[config.mk]
export PLATFORM = sky130hd
export DESIGN_NAME = vsync_detector
export DESIGN_NICKNAME = d
export VERILOG_FILES = /design/src/rtl/vsd_pkg.sv /design/src/rtl/vsd_width_meter.sv /design/src/rtl/vsd_fallback_timer.sv /design/src/rtl/vsd_vs_ctrl.sv /design/src/rtl/vsync_detector.sv
export SDC_FILE = /design/constraint.sdc
export NUM_CORES = 1
export LEC_CHECK = 0
export BUFFER_PORTS_ARGS = -buffer_cell sky130_fd_sc_hd__buf_2
export CAP_MARGIN = 20
export CORE_ASPECT_RATIO = 0.8
export CORE_MARGIN = 2
export CORE_UTILIZATION = 30
export CTS_CLUSTER_DIAMETER = 50
export CTS_CLUSTER_SIZE = 40
export DETAILED_ROUTE_END_ITERATION = 10
export PLACE_DENSITY = 0.53
export REMOVE_ABC_BUFFERS = 1
export SKIP_LAST_GASP = 1
export SLEW_MARGIN = 0
export SYNTH_ARGS = -nofsm -noshare
export SYNTH_HDL_FRONTEND = slang
export SYNTH_HIERARCHICAL = 1
export SYNTH_SLANG_ARGS = --single-unit
[constraint.sdc]
create_clock -name clk -period 1.7 [get_ports clk]
set_clock_uncertainty 0.1 [all_clocks]
set_input_delay 0.17 -clock clk [delete_from_list [all_inputs] [get_ports clk]]
set_output_delay 0.17 -clock clk [all_outputs]
set_load 0.005 [all_outputs]
[src/rtl/vsd_pkg.sv]
package vsd_pkg;
  typedef enum logic [1:0] {
    ST_IDLE   = 2'd0,
    ST_HOLD   = 2'd1,
    ST_WAIT_H = 2'd2
  } vsd_state_e;
endpackage

[src/rtl/vsd_width_meter.sv]
module vsd_width_meter #(
  parameter int EQ_MAX_CYC   = 16,
  parameter int SERR_MIN_CYC = 64,
  parameter int WW           = 7
) (
  input  logic          clk,
  input  logic          rst_n,
  input  logic          csync_n_i,
  output logic          eq_rise_o,
  output logic          h_rise_o,
  output logic          serr_rise_o,
  output logic [WW-1:0] width_o
);
  localparam logic [WW-1:0] EQ_LIM  = WW'(EQ_MAX_CYC);
  localparam logic [WW-1:0] SAT_LIM = WW'(SERR_MIN_CYC);

  logic          s0_q, s1_q, rise;
  logic [WW-1:0] cnt_q, cnt_d;
  logic          cnt_en;

  always_ff @(posedge clk or negedge rst_n) begin
    if (!rst_n) begin
      s0_q <= 1'b1;
      s1_q <= 1'b1;
    end else begin
      s0_q <= csync_n_i;
      s1_q <= s0_q;
    end
  end

  assign rise = s0_q & ~s1_q;

  // low-time counter, saturating at the broad-pulse limit
  always_comb begin
    cnt_en = !s0_q || (cnt_q != '0);
    cnt_d  = '0;
    if (!s0_q) cnt_d = (cnt_q == SAT_LIM) ? cnt_q : cnt_q + 1'b1;
  end

  always_ff @(posedge clk or negedge rst_n) begin
    if (!rst_n)      cnt_q <= '0;
    else if (cnt_en) cnt_q <= cnt_d;
  end

  assign width_o     = cnt_q;
  assign eq_rise_o   = rise && (cnt_q < EQ_LIM);
  assign serr_rise_o = rise && (cnt_q >= SAT_LIM);
  assign h_rise_o    = rise && (cnt_q >= EQ_LIM) && (cnt_q < SAT_LIM);

  a_r2_width_capped: assert property (@(posedge clk) disable iff (!rst_n)
    cnt_q <= SAT_LIM);
  a_r2_rise_clears: assert property (@(posedge clk) disable iff (!rst_n)
    rise |=> (cnt_q == '0));
endmodule

[src/rtl/vsd_fallback_timer.sv]
module vsd_fallback_timer #(
  parameter int TIMEOUT_CYC = 240,
  parameter int TW          = 8,
  parameter int WW          = 7
) (
  input  logic          clk,
  input  logic          rst_n,
  input  logic          idle_i,
  input  logic          eq_rise_i,
  input  logic [WW-1:0] width_i,
  output logic          fire_o
);
  localparam logic [TW-1:0] T_LIM = TW'(TIMEOUT_CYC - 1);

  logic          armed_q, armed_d;
  logic [TW-1:0] tmr_q, tmr_d;
  logic          tmr_en;

  always_comb begin
    armed_d = armed_q;
    tmr_d   = tmr_q;
    tmr_en  = 1'b1;
    if (!idle_i) begin
      armed_d = 1'b0;
      tmr_d   = '0;
    end else if (eq_rise_i) begin
      // time already elapsed since the falling edge is the pulse width
      armed_d = 1'b1;
      tmr_d   = TW'(width_i);
    end else if (armed_q && tmr_q != T_LIM) begin
      tmr_d = tmr_q + 1'b1;
    end else begin
      tmr_en = 1'b0;
    end
  end

  always_ff @(posedge clk or negedge rst_n) begin
    if (!rst_n) begin
      armed_q <= 1'b0;
      tmr_q   <= '0;
    end else if (tmr_en) begin
      armed_q <= armed_d;
      tmr_q   <= tmr_d;
    end
  end

  assign fire_o = armed_q && (tmr_q >= T_LIM);

  a_r3_eq_arms: assert property (@(posedge clk) disable iff (!rst_n)
    (idle_i && eq_rise_i) |=> armed_q);
  a_r5_disarm_outside_idle: assert property (@(posedge clk) disable iff (!rst_n)
    !idle_i |=> !armed_q);
endmodule

[src/rtl/vsd_vs_ctrl.sv]
module vsd_vs_ctrl
  import vsd_pkg::*;
#(
  parameter int HOLD_CYC = 760,
  parameter int HW       = 10
) (
  input  logic clk,
  input  logic rst_n,
  input  logic serr_rise_i,
  input  logic h_rise_i,
  input  logic fire_i,
  output logic idle_o,
  output logic vsync_n_o,
  output logic forced_o
);
  localparam logic [HW-1:0] H_LIM = HW'(HOLD_CYC - 1);

  vsd_state_e    state_q, state_d;
  logic [HW-1:0] hold_q, hold_d;
  logic          src_q, src_d;
  logic          vs_n_q;

  always_comb begin
    state_d = state_q;
    hold_d  = hold_q;
    src_d   = src_q;
    case (state_q)
      ST_IDLE: begin
        hold_d = '0;
        if (serr_rise_i) begin
          state_d = ST_HOLD;
          src_d   = 1'b0;
        end else if (fire_i) begin
          state_d = ST_HOLD;
          src_d   = 1'b1;
        end
      end
      ST_HOLD: begin
        if (hold_q == H_LIM) begin
          state_d = ST_WAIT_H;
          hold_d  = '0;
        end else begin
          hold_d = hold_q + 1'b1;
        end
      end
      ST_WAIT_H: if (h_rise_i) state_d = ST_IDLE;
      default:   state_d = ST_IDLE;
    endcase
  end

  always_ff @(posedge clk or negedge rst_n) begin
    if (!rst_n) begin
      state_q <= ST_IDLE;
      hold_q  <= '0;
      src_q   <= 1'b0;
      vs_n_q  <= 1'b1;
    end else begin
      state_q <= state_d;
      hold_q  <= hold_d;
      src_q   <= src_d;
      vs_n_q  <= (state_d != ST_HOLD);
    end
  end

  assign idle_o    = (state_q == ST_IDLE);
  assign vsync_n_o = vs_n_q;
  assign forced_o  = src_q;

  a_r4_serration_fires: assert property (@(posedge clk) disable iff (!rst_n)
    (state_q == ST_IDLE && serr_rise_i) |=> (!vsync_n_o && !forced_o));
  a_r5_timeout_fires: assert property (@(posedge clk) disable iff (!rst_n)
    (state_q == ST_IDLE && fire_i && !serr_rise_i) |=> (!vsync_n_o && forced_o));
  a_r6_hold_full_length: assert property (@(posedge clk) disable iff (!rst_n)
    $rose(vsync_n_o) |-> ($past(hold_q) == H_LIM));
  a_r7_blocked_until_h: assert property (@(posedge clk) disable iff (!rst_n)
    (state_q == ST_WAIT_H) |=> vsync_n_o);
  a_r8_flag_steady: assert property (@(posedge clk) disable iff (!rst_n)
    (!vsync_n_o && $past(!vsync_n_o)) |-> $stable(forced_o));
endmodule

[src/rtl/vsync_detector.sv]
module vsync_detector #(
  parameter int CLK_KHZ     = 27000,
  parameter int EQ_MAX_US   = 4,
  parameter int SERR_MIN_US = 16,
  parameter int TIMEOUT_US  = 60,
  parameter int HOLD_US     = 190
) (
  input  logic clk,
  input  logic rst_n,
  input  logic csync_n_i,
  output logic vsync_n_o,
  output logic vsync_forced_o
);
  localparam int EQ_MAX_CYC   = CLK_KHZ * EQ_MAX_US / 1000;
  localparam int SERR_MIN_CYC = CLK_KHZ * SERR_MIN_US / 1000;
  localparam int TIMEOUT_CYC  = CLK_KHZ * TIMEOUT_US / 1000;
  localparam int HOLD_CYC     = CLK_KHZ * HOLD_US / 1000;
  localparam int WW = $clog2(SERR_MIN_CYC + 1);
  localparam int TW = $clog2(TIMEOUT_CYC + 1);
  localparam int HW = $clog2(HOLD_CYC + 1);

  logic          rst_meta_q, rst_sync_q;
  logic          eq_rise, h_rise, serr_rise, fire, idle;
  logic [WW-1:0] width;

  always_ff @(posedge clk or negedge rst_n) begin
    if (!rst_n) begin
      rst_meta_q <= 1'b0;
      rst_sync_q <= 1'b0;
    end else begin
      rst_meta_q <= 1'b1;
      rst_sync_q <= rst_meta_q;
    end
  end

  vsd_width_meter #(
    .EQ_MAX_CYC(EQ_MAX_CYC), .SERR_MIN_CYC(SERR_MIN_CYC), .WW(WW)
  ) u_meter (
    .clk(clk), .rst_n(rst_sync_q), .csync_n_i(csync_n_i),
    .eq_rise_o(eq_rise), .h_rise_o(h_rise), .serr_rise_o(serr_rise),
    .width_o(width)
  );

  vsd_fallback_timer #(
    .TIMEOUT_CYC(TIMEOUT_CYC), .TW(TW), .WW(WW)
  ) u_timer (
    .clk(clk), .rst_n(rst_sync_q), .idle_i(idle), .eq_rise_i(eq_rise),
    .width_i(width), .fire_o(fire)
  );

  vsd_vs_ctrl #(
    .HOLD_CYC(HOLD_CYC), .HW(HW)
  ) u_ctrl (
    .clk(clk), .rst_n(rst_sync_q), .serr_rise_i(serr_rise), .h_rise_i(h_rise),
    .fire_i(fire), .idle_o(idle), .vsync_n_o(vsync_n_o),
    .forced_o(vsync_forced_o)
  );
endmodule

Word level (Yosys, flattened, before mapping)
Index checks and enable logic that the tools add are counted.
{ "totals": {"out_inout_bits": 2, "elab_cells": 65, "in_bits": 3, "regBits": 42} }
{ "op_classes": {"magnitude_cmp": 5, "muxes": 19, "addsub": 3, "n_eq_ne": 9, "reduce_logical": 16, "bitwise_logic": 2} }
{ "op_table": {"columns": ["cell", "n"], "rows": [
  ["$mux 11", 3],
  ["$pmux 13 s2", 1],
  ["$mux 9", 2],
  ["$add 13x1->13 const B", 1],
  ["$eq 13x13->1 const B", 1],
  ["$mux 13", 1],
  ["$add 11x1->11 const B", 1],
  ["$ge 11x11->1 const B", 1],
  ["$ne 11x11->1 const B", 1],
  ["$add 9x1->9 const B", 1],
  ["$eq 9x9->1 const B", 1],
  ["$ge 9x7->1 const B", 1],
  ["$ge 9x9->1 const B", 1],
  ["$lt 9x7->1 const B", 1],
  ["$lt 9x9->1 const B", 1],
  ["$reduce_bool 9->1", 1],
  ["$mux 2", 4],
  ["$reduce_and 2->1", 4],
  ["$mux 1", 7],
  ["$logic_and 1x1->1", 6],
  ["$pmux 2 s3", 1],
  ["$ne 2x1->1 const B", 2],
  ["$reduce_bool 2->1", 2],
  ["$ne 3x3->1 const B", 1],
  ["other kinds (8)", 8]
]} }

Longest topological paths before layout
{ "logic_depth": {"ltp_word": 7, "depth_mapped": 9, "depth_no_buf": 7} }

Modules after synthesis
Netlist, hierarchy kept.
{ "modules_own_cells": {"columns": ["mod", "seq_area_each_um2", "area_each_um2", "cells_each", "n_inst"], "rows": [
  ["vsd_vs_ctrl", 426.7, 929.6, 102, 1],
  ["vsd_fallback_timer", 300.3, 757.0, 91, 1],
  ["vsd_width_meter", 277.8, 570.5, 57, 1],
  ["vsync_detector", 50.0, 53.8, 3, 1]
]} }

Worst setup path before layout
OpenSTA, ideal clock, no wires.
{ "synth_path": {"kind": "reg2reg", "start": "register u_meter.s0_q", "end": "register u_timer.tmr_q[10]", "period_less_slack_ps": 2362, "t_required_ps": 1522, "arrival_time_ps": 2184, "path_stages_with_launch": 9, "setup_slack_ps": -662, "setup_ps": 78, "n_path_buf": 2, "path_cell_list": "dfstp_2 -> clkbuf_1 -> nand2b_1 -> nor2_1 -> buf_2 -> and4b_1 -> a32o_2 -> or4_1 -> a21oi_1"} }
{ "synth_between": {"elab_chain_cells": 5, "word_cells_on_any_way": 8, "classes_between": "eq/ne (1); mux (4); bitwise (1); reduce/logical (2)"} }
{ "synth_rtl": {"columns": ["item", "line", "text"], "rows": [
  ["from (decl)", "vsd_width_meter.sv:17", "logic s0_q, s1_q, rise;"],
  ["from (signal assigned)", "vsd_width_meter.sv:26", "s0_q <= csync_n_i;"],
  ["$and 1x1->1 (*)", "vsd_width_meter.sv:31", "assign rise = s0_q & ~s1_q;"],
  ["$logic_and 1x1->1 (*)", "vsd_width_meter.sv:46", "assign eq_rise_o = rise && (cnt_q < EQ_LIM);"],
  ["named net eq_rise", "vsync_detector.sv:23", "logic eq_rise, h_rise, serr_rise, fire, idle;"],
  ["$mux 1", "vsd_fallback_timer.sv:26", "end else if (eq_rise_i) begin"],
  ["$mux 1", "vsd_fallback_timer.sv:23", "if (!idle_i) begin"],
  ["$reduce_and 2->1 (no source line)", null, null],
  ["to (signal assigned)", "vsd_fallback_timer.sv:43", "tmr_q <= tmr_d;"],
  ["to (decl)", "vsd_fallback_timer.sv:16", "logic [TW-1:0] tmr_q, tmr_d;"]
]} }
Mark *: on every way through the listed nets, which the timed path passes. The rest lies on a longest branch.
A chain may end at the register's enable or synchronous reset.

Worst setup path after layout
Ends and elaborated chain as after synthesis.

==> impl_metrics.yaml <==
clock_network:
  cts_sinks: 42
  cts_root_buffer: "clkbuf_8"
  clk_pin_slew_ps: 80
  clock_latency_ps: 300
  cts_tree: "yes"
  cts.path.max_buffers: 2
  cts_buffers: 5
  htree_levels: 2
status:
  violations: "negative setup slack"
  status: "finished, violations left"
layout:
  final_cells: 429
  mostFrequentLayoutCells: "57 x buf_4, 38 x dfrtp_1, 32 x nand2_1, 17 x nor2_1, 12 x a21oi_1"
  diodes: 0
  final_net_count: 331
  multi_input_area_sq_um: 1390
  layout_commonest_cell: "buf_4"
  layout-drive-gt1-share_pct: 36.4
  final_util_pct: 43.6
  fillers: 753
  synthToLayoutAreaGrowth_pct: 40.0
  regArea_sq_um: 1060
timing:
  finalSetupViolations: 11
  hold_viol: 0
  period_share_pct: 118
  setup_ws_ps: -304
  max_freq_mhz: 499
  slew_violations: 0
  min_period_ps: 2000
  rsz0062_at_grt: "yes"
synthesis:
  synthArstFlopShare_pct: 100
  yosysSeqAreaShare_pct: 45.6
  ys_types: 50
  yosys_warnings: 6
  synth_edf_count: 0
  syn-cell-area_sq_um: 2310
  synth_flop_cell: "dfrtp_1"
  synth_cells: 253
  avgSynthCellArea_sq_um: 9.13
  synth.ff_latch_count: 42
critical_path:
  worstSetupPathType: "flip-flop to flip-flop"
  crit_path_end_kind: "flip-flop"
  cp_data_required_time_ps: 1820
  start_kind: "flip-flop"
  arrival_ps: 2130
  cp_max_fo: 7
drt:
  routedWlPerCell_um: 13.8
  dr.pass1.iters: 4
  viasPerCell: 5.01
  ant_nets: 0
  drt-total-wl_um: 5930
  drc: 0
  drt_iter0_drc: 131
  vias: 2151
grt:
  use_met2_pct: 20.5
  grt_pass1_wl_um: 9850
  grtUsageMet3_pct: 2.95
  use_met1_pct: 23.1
  grt_max_degree: 30
  busiest_layer: "met1"
  antenna_found_initial: 0
  grt_use_total_pct: 15.1
  grt_pass1_vias: 2001
  grt-ovfl-total: 0
power_and_ir_drop:
  vdd_ir_drop_max_uv: 467
  p_total_mw: 2.37
  p_leak_nw: 1.38
  power_density_nw_per_um2: 733
floorplanning:
  die_h_um: 82.5
  rows: 28
  start_util_pct: 31.1
  ios: 5
  coreArea_sq_um: 7430
  fp.dieW_um: 102
  die_area_sq_um: 8430
place:
  routabilityCongestion: 0.847
  dpl.hpwl_um: 4170
  place_inst: 417
  pre_cts_slack_ps: -408
  numPortBuffers: 4
flow_run:
  max-cap-violations: 0
min_path:
  hp-class: "flip-flop to async pin"
## critical path, cell delays in order (launching register included)
cell,delay (ps)
dfstp_2,540
nand2b_1,80
nor2_2,130
and4b_1,200
a32o_2,290
or4_1,470
a21oi_1,130
## path summary, 6_finish.rpt
kind / start / to / slack [ps] / cells after the start
min reg2reg: rst_sync_q / u_meter/width_o[1] / 50 / 0
max: u_meter/s0_q / u_timer/tmr_q[10] / -300 / 6
min in group clk: rst_meta_q / rst_sync_q / 270 / 0
max reg2reg: u_meter/s0_q / u_timer/tmr_q[10] / -300 / 6
max in group asynchronous: rst_sync_q / u_ctrl/vsync_n_o / 930 / 1
min: rst_sync_q / u_meter/width_o[1] / 50 / 0
## final cells by class
class / count / share of cell area (%)
multi-input cells: 198 / 42.8
well taps: 105 / 4.06
flip-flops and latches: 42 / 32.6
clock buffers: 7 / 2.67
inverters: 6 / 0.696
clock inverters: 1 / 0.155
repair buffers: 70 / 17.0
## cell families after synthesis
logic type | synth area share, %
and+or+nand+nor | 28.3
muxes | 0.974
buffers and inverters | 2.22
DFF | 45.6
xor gates and xnor gates | 1.90
AOI/OAI and AO/OA | 18.1
adders and majority gates | 2.71
other | 0.162
## layer usage
metal,vias up,wire [um]
li1,1077,-
met1,1033,3160
met2,34,2480
met3,7,199
met4,0,81
met5,-,0
## repair_timing
item | in CTS | in global routing
hold buffers | 2 | 0
resized for setup | 22 | 37
setup endpoints to repair | 20 | 25
gates cloned | 1 | 0
endpoints found under the hold margin | 3 | 0
setup buffers | 3 | 0
pin swaps | 14 | 17
## where the power goes
group	internal, mW	switching, mW
Combinational	0.305	0.260
Sequential	1.07	0.0599
Clock	0.328	0.344
## flip-flops by register name, summed over array words and instances (netlist names), 2 cells and up
signal and cells:
u_timer/tmr_q 11, u_ctrl/state_q 2, u_ctrl/hold_q 13, u_meter/width_o 9
## synthesized netlist by cell type (4+ instances only)
cell type / n / area (sq um)
nor4_1: 4 / 25.0
nand4_1: 5 / 31.3
clkbuf_1: 4 / 15.0
dfrtp_1: 39 / 976
nor3_1: 4 / 20.0
a21oi_1: 14 / 70.1
and2_1: 4 / 25.0
and3_1: 6 / 37.5
a31oi_1: 7 / 43.8
o21ai_0: 27 / 135
nor2_1: 19 / 71.3
ha_1: 5 / 62.6
nand2_1: 32 / 120
nand3_1: 13 / 65.1
or4_1: 6 / 45.0
inv_1: 6 / 22.5
## per-stage QoR
step | hold WS [ps] | setup TNS (ps) | cell area [sq um]
3_3_place_gp | -145 | -3670 | 2910
2_1_floorplan | -226 | -8370 | 2280
5_1_grt | 68.9 | -4120 | 3240
4_1_cts | 64.7 | -3190 | 3080
3_5_place_dp | -141 | -4470 | 2910
6_report | 53.2 | -2820 | 3240
Note: power is estimated with default switching activity, not from simulation.
